## src/rtl/lsp_park_pkg.sv

```systemverilog
package lsp_park_pkg;

  typedef enum logic [3:0] {
    TS_TLR      = 4'd0,
    TS_RTI      = 4'd1,
    TS_SEL_DR   = 4'd2,
    TS_CAP_DR   = 4'd3,
    TS_SH_DR    = 4'd4,
    TS_EX1_DR   = 4'd5,
    TS_PAUSE_DR = 4'd6,
    TS_EX2_DR   = 4'd7,
    TS_UPD_DR   = 4'd8,
    TS_SEL_IR   = 4'd9,
    TS_CAP_IR   = 4'd10,
    TS_SH_IR    = 4'd11,
    TS_EX1_IR   = 4'd12,
    TS_PAUSE_IR = 4'd13,
    TS_EX2_IR   = 4'd14,
    TS_UPD_IR   = 4'd15
  } tap_st_t;

  // pending request held per port until the primary TAP reaches the target
  typedef enum logic [2:0] {
    PD_NONE,
    PD_TLR,
    PD_RTI,
    PD_PAUSE,
    PD_WAKE
  } pend_t;

  localparam int OP_W = 8;
  localparam logic [OP_W-1:0] OP_WAKE       = 8'hE7;
  localparam logic [OP_W-1:0] OP_HOLD_TLR   = 8'hC5;
  localparam logic [OP_W-1:0] OP_HOLD_RTI   = 8'h84;
  localparam logic [OP_W-1:0] OP_HOLD_PAUSE = 8'hC6;

  function automatic logic is_rest(input tap_st_t s);
    return (s == TS_TLR) || (s == TS_RTI) ||
           (s == TS_PAUSE_DR) || (s == TS_PAUSE_IR);
  endfunction

endpackage

```

## src/rtl/lsp_park_decode.sv

```systemverilog
module lsp_park_decode
  import lsp_park_pkg::*;
#(
  parameter int NPORT = 6
) (
  input  logic             op_load,
  input  logic [OP_W-1:0]  op_code,
  input  logic [NPORT-1:0] sel,
  output logic [NPORT-1:0] req_park,
  output pend_t            req_kind,
  output logic [NPORT-1:0] req_wake
);

  logic is_park;
  logic is_wake;

  always_comb begin
    req_kind = PD_NONE;
    is_park  = 1'b0;
    is_wake  = 1'b0;
    if (op_load) begin
      case (op_code)
        OP_HOLD_TLR:   begin req_kind = PD_TLR;   is_park = 1'b1; end
        OP_HOLD_RTI:   begin req_kind = PD_RTI;   is_park = 1'b1; end
        OP_HOLD_PAUSE: begin req_kind = PD_PAUSE; is_park = 1'b1; end
        OP_WAKE:       begin is_wake = 1'b1; end
        default:       begin end
      endcase
    end
  end

  assign req_park = is_park ? sel : '0;
  assign req_wake = is_wake ? sel : '0;

endmodule

```

## src/rtl/lsp_port_park.sv

```systemverilog
module lsp_port_park
  import lsp_park_pkg::*;
(
  input  logic    clk,
  input  logic    rst,
  input  logic    tms,
  input  tap_st_t tap,
  input  logic    req_park,
  input  pend_t   req_kind,
  input  logic    req_wake,
  output logic    parked,
  output logic    tms_out
);

  logic    parked_q;
  tap_st_t at_q;
  pend_t   pend_q;
  logic    hit_park;
  logic    hit_wake;
  logic    hold;
  logic    hold_lvl;

  // completion happens in the cycle the primary TAP sits in the target state
  always_comb begin
    hit_park = 1'b0;
    if (!parked_q) begin
      case (pend_q)
        PD_TLR:   hit_park = (tap == TS_TLR);
        PD_RTI:   hit_park = (tap == TS_RTI);
        PD_PAUSE: hit_park = (tap == TS_PAUSE_DR) || (tap == TS_PAUSE_IR);
        default:  hit_park = 1'b0;
      endcase
    end
    hit_wake = parked_q && (pend_q == PD_WAKE) && (tap == at_q);
    hold     = parked_q ? !hit_wake : hit_park;
    hold_lvl = parked_q ? (at_q == TS_TLR) : (tap == TS_TLR);
    tms_out  = hold ? hold_lvl : tms;
  end

  always_ff @(posedge clk) begin
    if (rst) begin
      parked_q <= 1'b1;
      at_q     <= TS_TLR;
      pend_q   <= PD_NONE;
    end else begin
      if (hit_park) begin
        parked_q <= 1'b1;
        at_q     <= tap;
        pend_q   <= PD_NONE;
      end else if (hit_wake) begin
        parked_q <= 1'b0;
        pend_q   <= PD_NONE;
      end
      if (req_park && !parked_q && !hit_park) begin
        pend_q <= req_kind;
      end else if (req_wake && parked_q && !hit_wake) begin
        pend_q <= PD_WAKE;
      end
    end
  end

  assign parked = parked_q;

endmodule

```

## src/rtl/lsp_chain_section.sv

```systemverilog
module lsp_chain_section #(
  parameter int PORTS = 3
) (
  input  logic             clk,
  input  logic             rst,
  input  logic             sin,
  input  logic [PORTS-1:0] ins,
  input  logic [PORTS-1:0] port_so,
  output logic [PORTS-1:0] port_si,
  output logic             sout
);

  logic [PORTS-1:0] pad_q;
  logic [PORTS-1:0] si_q;
  logic [PORTS-1:0] feed;

  // walk the section: each inserted port replaces the running node by its pad
  always_comb begin
    logic node;
    node = sin;
    for (int j = 0; j < PORTS; j++) begin
      feed[j] = node;
      if (ins[j]) node = pad_q[j];
    end
    sout = node;
  end

  always_ff @(posedge clk) begin
    if (rst) pad_q <= '0;
    else     pad_q <= port_so;
  end

  always_ff @(negedge clk) begin
    if (rst) begin
      si_q <= '1;
    end else begin
      for (int j = 0; j < PORTS; j++) begin
        si_q[j] <= ins[j] ? feed[j] : 1'b1;
      end
    end
  end

  assign port_si = si_q;

endmodule

```

## src/rtl/lsp_park_ctrl.sv

```systemverilog
module lsp_park_ctrl
  import lsp_park_pkg::*;
#(
  parameter int SECTIONS      = 2,
  parameter int PORTS_PER_SEC = 3,
  parameter int MODE_W        = 16,
  parameter int FIELD_STRIDE  = 8
) (
  input  logic                                tck,
  input  logic                                rst,
  input  logic                                tms,
  input  logic [3:0]                          tap_state,
  input  logic                                op_load,
  input  logic [OP_W-1:0]                     op_code,
  input  logic [MODE_W-1:0]                   mode,
  input  logic                                reg_so,
  input  logic [SECTIONS*PORTS_PER_SEC-1:0]   lsp_tdo,
  output logic [SECTIONS*PORTS_PER_SEC-1:0]   lsp_tms,
  output logic [SECTIONS*PORTS_PER_SEC-1:0]   lsp_tdi,
  output logic                                chain_out
);

  localparam int NPORT = SECTIONS * PORTS_PER_SEC;

  tap_st_t          tap_q;
  logic [NPORT-1:0] sel;
  logic [NPORT-1:0] req_park;
  logic [NPORT-1:0] req_wake;
  pend_t            req_kind;
  logic [NPORT-1:0] parked_mask;
  logic [NPORT-1:0] ins_mask;
  logic [SECTIONS:0] link;
  logic             unused_mode_bits;

  assign tap_q = tap_st_t'(tap_state);
  assign unused_mode_bits = ^mode;

  // first section takes the highest field, last section the lowest
  for (genvar s = 0; s < SECTIONS; s++) begin : g_sel
    for (genvar j = 0; j < PORTS_PER_SEC; j++) begin : g_bit
      assign sel[s*PORTS_PER_SEC + j] = mode[(SECTIONS-1-s)*FIELD_STRIDE + j];
    end
  end

  lsp_park_decode #(.NPORT(NPORT)) u_dec (
    .op_load  (op_load),
    .op_code  (op_code),
    .sel      (sel),
    .req_park (req_park),
    .req_kind (req_kind),
    .req_wake (req_wake)
  );

  for (genvar p = 0; p < NPORT; p++) begin : g_port
    lsp_port_park u_port (
      .clk      (tck),
      .rst      (rst),
      .tms      (tms),
      .tap      (tap_q),
      .req_park (req_park[p]),
      .req_kind (req_kind),
      .req_wake (req_wake[p]),
      .parked   (parked_mask[p]),
      .tms_out  (lsp_tms[p])
    );
  end

  assign ins_mask = sel & ~parked_mask;
  assign link[0]  = reg_so;

  for (genvar s = 0; s < SECTIONS; s++) begin : g_sec
    lsp_chain_section #(.PORTS(PORTS_PER_SEC)) u_sec (
      .clk     (tck),
      .rst     (rst),
      .sin     (link[s]),
      .ins     (ins_mask[s*PORTS_PER_SEC +: PORTS_PER_SEC]),
      .port_so (lsp_tdo[s*PORTS_PER_SEC +: PORTS_PER_SEC]),
      .port_si (lsp_tdi[s*PORTS_PER_SEC +: PORTS_PER_SEC]),
      .sout    (link[s+1])
    );
  end

  assign chain_out = link[SECTIONS];

endmodule

```

## config.mk

```make
export PLATFORM = sky130hd
export DESIGN_NAME = lsp_park_ctrl
export DESIGN_NICKNAME = d
export VERILOG_FILES = /design/src/rtl/lsp_park_pkg.sv /design/src/rtl/lsp_park_decode.sv /design/src/rtl/lsp_port_park.sv /design/src/rtl/lsp_chain_section.sv /design/src/rtl/lsp_park_ctrl.sv
export SDC_FILE = /design/constraint.sdc
export NUM_CORES = 1
export LEC_CHECK = 0
export ABC_AREA = 1
export BUFFER_PORTS_ARGS = -buffer_cell sky130_fd_sc_hd__buf_2
export CORE_MARGIN = 4
export CORE_UTILIZATION = 37
export CTS_CLUSTER_DIAMETER = 50
export DETAILED_ROUTE_END_ITERATION = 8
export PLACE_DENSITY = 0.56
export SLEW_MARGIN = 5
export SYNTH_ARGS = -nofsm -noshare
export SYNTH_HDL_FRONTEND = slang
export SYNTH_HIERARCHICAL = 1
export SYNTH_SLANG_ARGS = --single-unit
```

## constraint.sdc

```tcl
create_clock -name tck -period 3.65 [get_ports tck]
set_input_delay 0.365 -clock tck [delete_from_list [all_inputs] [get_ports tck]]
set_output_delay 0.365 -clock tck [all_outputs]
set_load 0.02 [all_outputs]
```

# After elaboration in Yosys (flattened, before gate mapping)

Cells that the tools add are included.

Flip-flop bits (word level): 60
Input port bits: 39
Output and inout bits: 13
Word-level logic and storage cells: 220

Equality and inequality tests: 37
Multiplexer cells: 68
Bitwise operators: 8
Reductions and logical operators: 81

Operator list:

| kind                                          | count |
|---|---|
| 2-to-1 mux 3 bit                              | 25 |
| == test 3 x 2 -> 1 bit, second input constant | 12 |
| logical AND 1 bit                             | 36 |
| 2-to-1 mux 1 bit                              | 34 |
| == test 8 bit, second input constant          | 4 |
| zero test 4 bit                               | 7 |
| == test 4 bit                                 | 6 |
| nonzero test 4 bit                            | 6 |
| OR reduction 2 bit                            | 12 |
| == test 3 x 1 -> 1 bit, second input constant | 6 |
| == test 3 bit, second input constant          | 6 |
| zero test 1 bit                               | 18 |
| one-hot mux 1 bit (3 select lines)            | 6 |
| 2-to-1 mux 6 bit                              | 2 |
| bitwise AND 6 bit                             | 1 |
| inverter 1 bit                                | 6 |
| inverter 6 bit                                | 1 |
| one-hot mux 2 bit (3 select lines)            | 1 |
| == test 4 x 1 -> 1 bit, second input constant | 1 |
| == test 4 x 3 -> 1 bit, second input constant | 1 |
| == test 4 bit, second input constant          | 1 |
| OR reduction 3 bit                            | 1 |
| logical OR 1 bit                              | 1 |

# Logic depth before layout (Yosys ltp)

Depth in word-level cells: 8
Gate-level depth with buffers: 11
Gate-level depth less buffers: 11

# By module

The synthesis kept the hierarchy.

Modules (own cells, without submodules):

| module            | times used | cells each | area an instance (µm²) | sequential area each (µm²) |
|---|---|---|---|---|
| lsp_port_park     | 6          | 83         | 544.3                  | 160.2 |
| lsp_chain_section | 2          | 29         | 215.2                  | 120.1 |
| lsp_park_decode   | 1          | 48         | 236.5                  | 0.0 |
| lsp_park_ctrl     | 1          | 12         | 60.1                   | 0.0 |

==> results.cfg <==
[routing]
routed_wl_mm = 10.4
drtIter0Drc = 251
drcViolationCount = 0
dr.pass1.iters = 5
drtAntennaViolNets = 0
via_per_inst = 4.78
avgRoutedWirePerCell_um = 12.8
vias = 3890

[logic_synthesis]
yosysUniqueCellTypes = 24
seq_area_frac_synth_pct = 30.1
syn_inst = 616
synth_area_leaders = dfxtp_1, nand2_1, nor2_1
synth_top_cells_by_count = nand2_1, nor2_1, inv_1
yosysTopAreaCell = dfxtp_1
async_flop_share_pct = 0
synth-edff-count = 0
ys_warn_count = 6
synth_top_area_share_pct = 30.1
syn-num-nets = 655
syn_area_per_cell_um2 = 6.48
yosys.cell_count.top_type = nand2_1
synth_seq_cells = 60
synth_area_mm2 = 0.00399
synthFlopType = dfxtp_1

[cts]
cts_resized = 0
ctsHoldBuffers = 0
h-tree-depth = 3
cts_setup_buffers = 0
cts_buffers = 9
clock_latency_ns = 0.39
cts_tree = done
clock_path_buffers = 2
root_buffer = clkbuf_8
path_clk_slew_ns = 0.07
cts.sinks = 60

[grt]
antenna_found_initial = 0
gr-total-overflow = 0
globalRouteTotalUtil_pct = 17.3
grt_max_degree = 31
grt_pass1_wl_mm = 17.6
grt_pass1_vias = 3799

[placed_design]
numPortBuffers = 41
globalplace.congestion = 0.828
dp.cells = 793
dp_hpwl_mm = 7.36
place_ws_ns = 0.262
dpl-instance-area_mm2 = 0.00437

[finish]
num-fill-cells = 1106
drive_gt1_share_pct = 19.5
nets = 711
instances_no_fill = 813
area_delta_synth_final_pct = 14.4
n_antenna_cell = 0
fin_area_mm2 = 0.00457

[timing]
hold_viol = 0
skew_ns = 0.0459
finalMaxSlewViolations = 0
rsz0062_at_grt = no
slew-limit-headroom_pct = 40.5
timing.final.ws_setup_ns = 0.405
finalSetupTns_ns = 0
final-setup-viol-count = 0
worst_pin_slew_ns = 0.892

[worst_setup_path]
cp_cell_sequence = nor2_2 -> inv_1 -> or2_1 -> nand3_1 -> nand2_1 -> nand2_1 -> nand3_1 -> nand2_1 -> nand3_1
endpoint_kind = register
worstSetupPathType = reg2reg
rrSetupSlack_ns = 0.40
cp_max_fo = 6
cpPeakStageDelay_ns = 0.37
startpoint_type = register
cp.required_ns = 2.09
ff2ff_path_depth = 9
cpMaxStageDelayCell = dfxtp_1
arrival_ns = 1.68

[power_and_ir_drop]
ir_drop_uv = 207
p_leak_uw = 0.00227
power.density_mw_per_mm2 = 305
finalPower_uw = 1390

[floorplan]
fp.dieArea_mm2 = 0.0125
rows = 37
fp.dieW_um = 112
ios = 52
initial_core_util_pct = 38.3
fp.coreArea_mm2 = 0.0104
die_h_um = 112

[hold_path]
hold_path_class = in2reg
whs_path_depth = 3

[run]
drv_cap = 0

[status]
status = finished, final reports clean
==> routing by layer <==
| metal | GRT usage, % | share of wire [%] |
|---|---|---|
| met5 | 0 | 0 |
| met3 | 4.08 | 6.1 |
| met2 | 28.1 | 45 |
| met4 | 5.76 | 1.2 |
| met1 | 22.4 | 47 |
==> power breakdown <==
group          total, uW  internal [uW]  switching, uW  leakage (uW)
clock network        599            310            289      0.000133
registers            660            659           1.28      0.000485
logic                133           40.7           92.4       0.00165
==> critical path: cells and delay by family, from the launching register on <==
kind / cells / cell delay, ns
flip-flops: 1 / 0.37
AND/OR/NAND/NOR: 8 / 0.88
buffers and inverters: 1 / 0.08
==> layout make-up <==
cell class              instances  area (um^2)  share of cell area (%)
well taps                     136          170                    3.72
inverters                     101          379                    8.30
clock inverters                10         42.5                   0.931
repair buffers                 42          213                    4.65
clock buffers                  12          166                    3.64
flip-flops and latches         60         1200                    26.3
multi-input cells             452         2400                    52.5
==> sequential cells by signal, indices dropped and copies added, names as in the netlist <==
signal                cells
g_port.u_port/at_q       24
g_port.u_port/parked      6
g_port.u_port/pend_q     18
g_sec.u_sec/pad_q         6
g_sec.u_sec/port_si       6
==> layout by cell type, fill, tap and decap left out <==
cell	Yosys	final
nor3_2	1	1
buf_2	0	41
nand4_4	6	6
nor2_2	19	19
or2_1	2	2
nand2_2	8	8
clkbuf_8	0	10
inv_2	14	14
a21oi_1	37	37
buf_4	1	1
conb_1	1	1
and2_4	6	6
nand3_2	8	8
dfxtp_1	60	60
clkbuf_1	0	1
a31oi_1	6	6
nor2_4	6	6
nor2_1	102	102
nand3_4	6	6
nand2_4	1	1
nand2_1	144	144
o21ai_0	36	36
clkbuf_16	0	1
nand3_1	18	18
o41ai_1	6	6
clkinv_2	0	4
xor2_1	18	18
nand4_1	21	21
inv_1	89	93
==> logic make-up after synthesis <==
kind of cell / Yosys count / synth area share [%]
AND/OR/NAND/NOR: 348 / 44.6
flip-flops: 60 / 30.1
buffers and inverters: 104 / 9.87
AO/OA/AOI/OAI: 85 / 11.4
XOR/XNOR: 18 / 3.95
other: 1 / 0.0939
==> metrics by stage <==
step / util [%] / hold WS, ns
after detailed placement: 41.9 / 0.486
after CTS: 43.9 / 0.192
after global routing: 43.9 / 0.215
after floorplan: - / 0.436
final: 43.9 / 0.216
after global placement: 41.9 / 0.482
==> final timing paths <==
path,from,endpoint
worst min-delay path,lsp_tdo[5],g_sec[1].u_sec/pad_q[2]
worst max register to register,g_port[1].u_port/parked,g_sec[1].u_sec/port_si[2]
worst min register to register,g_port[3].u_port/at_q[3],g_port[3].u_port/at_q[3]
worst max-delay path,g_port[1].u_port/parked,g_sec[1].u_sec/port_si[2]
Note: power is estimated with default switching activity, not from simulation.
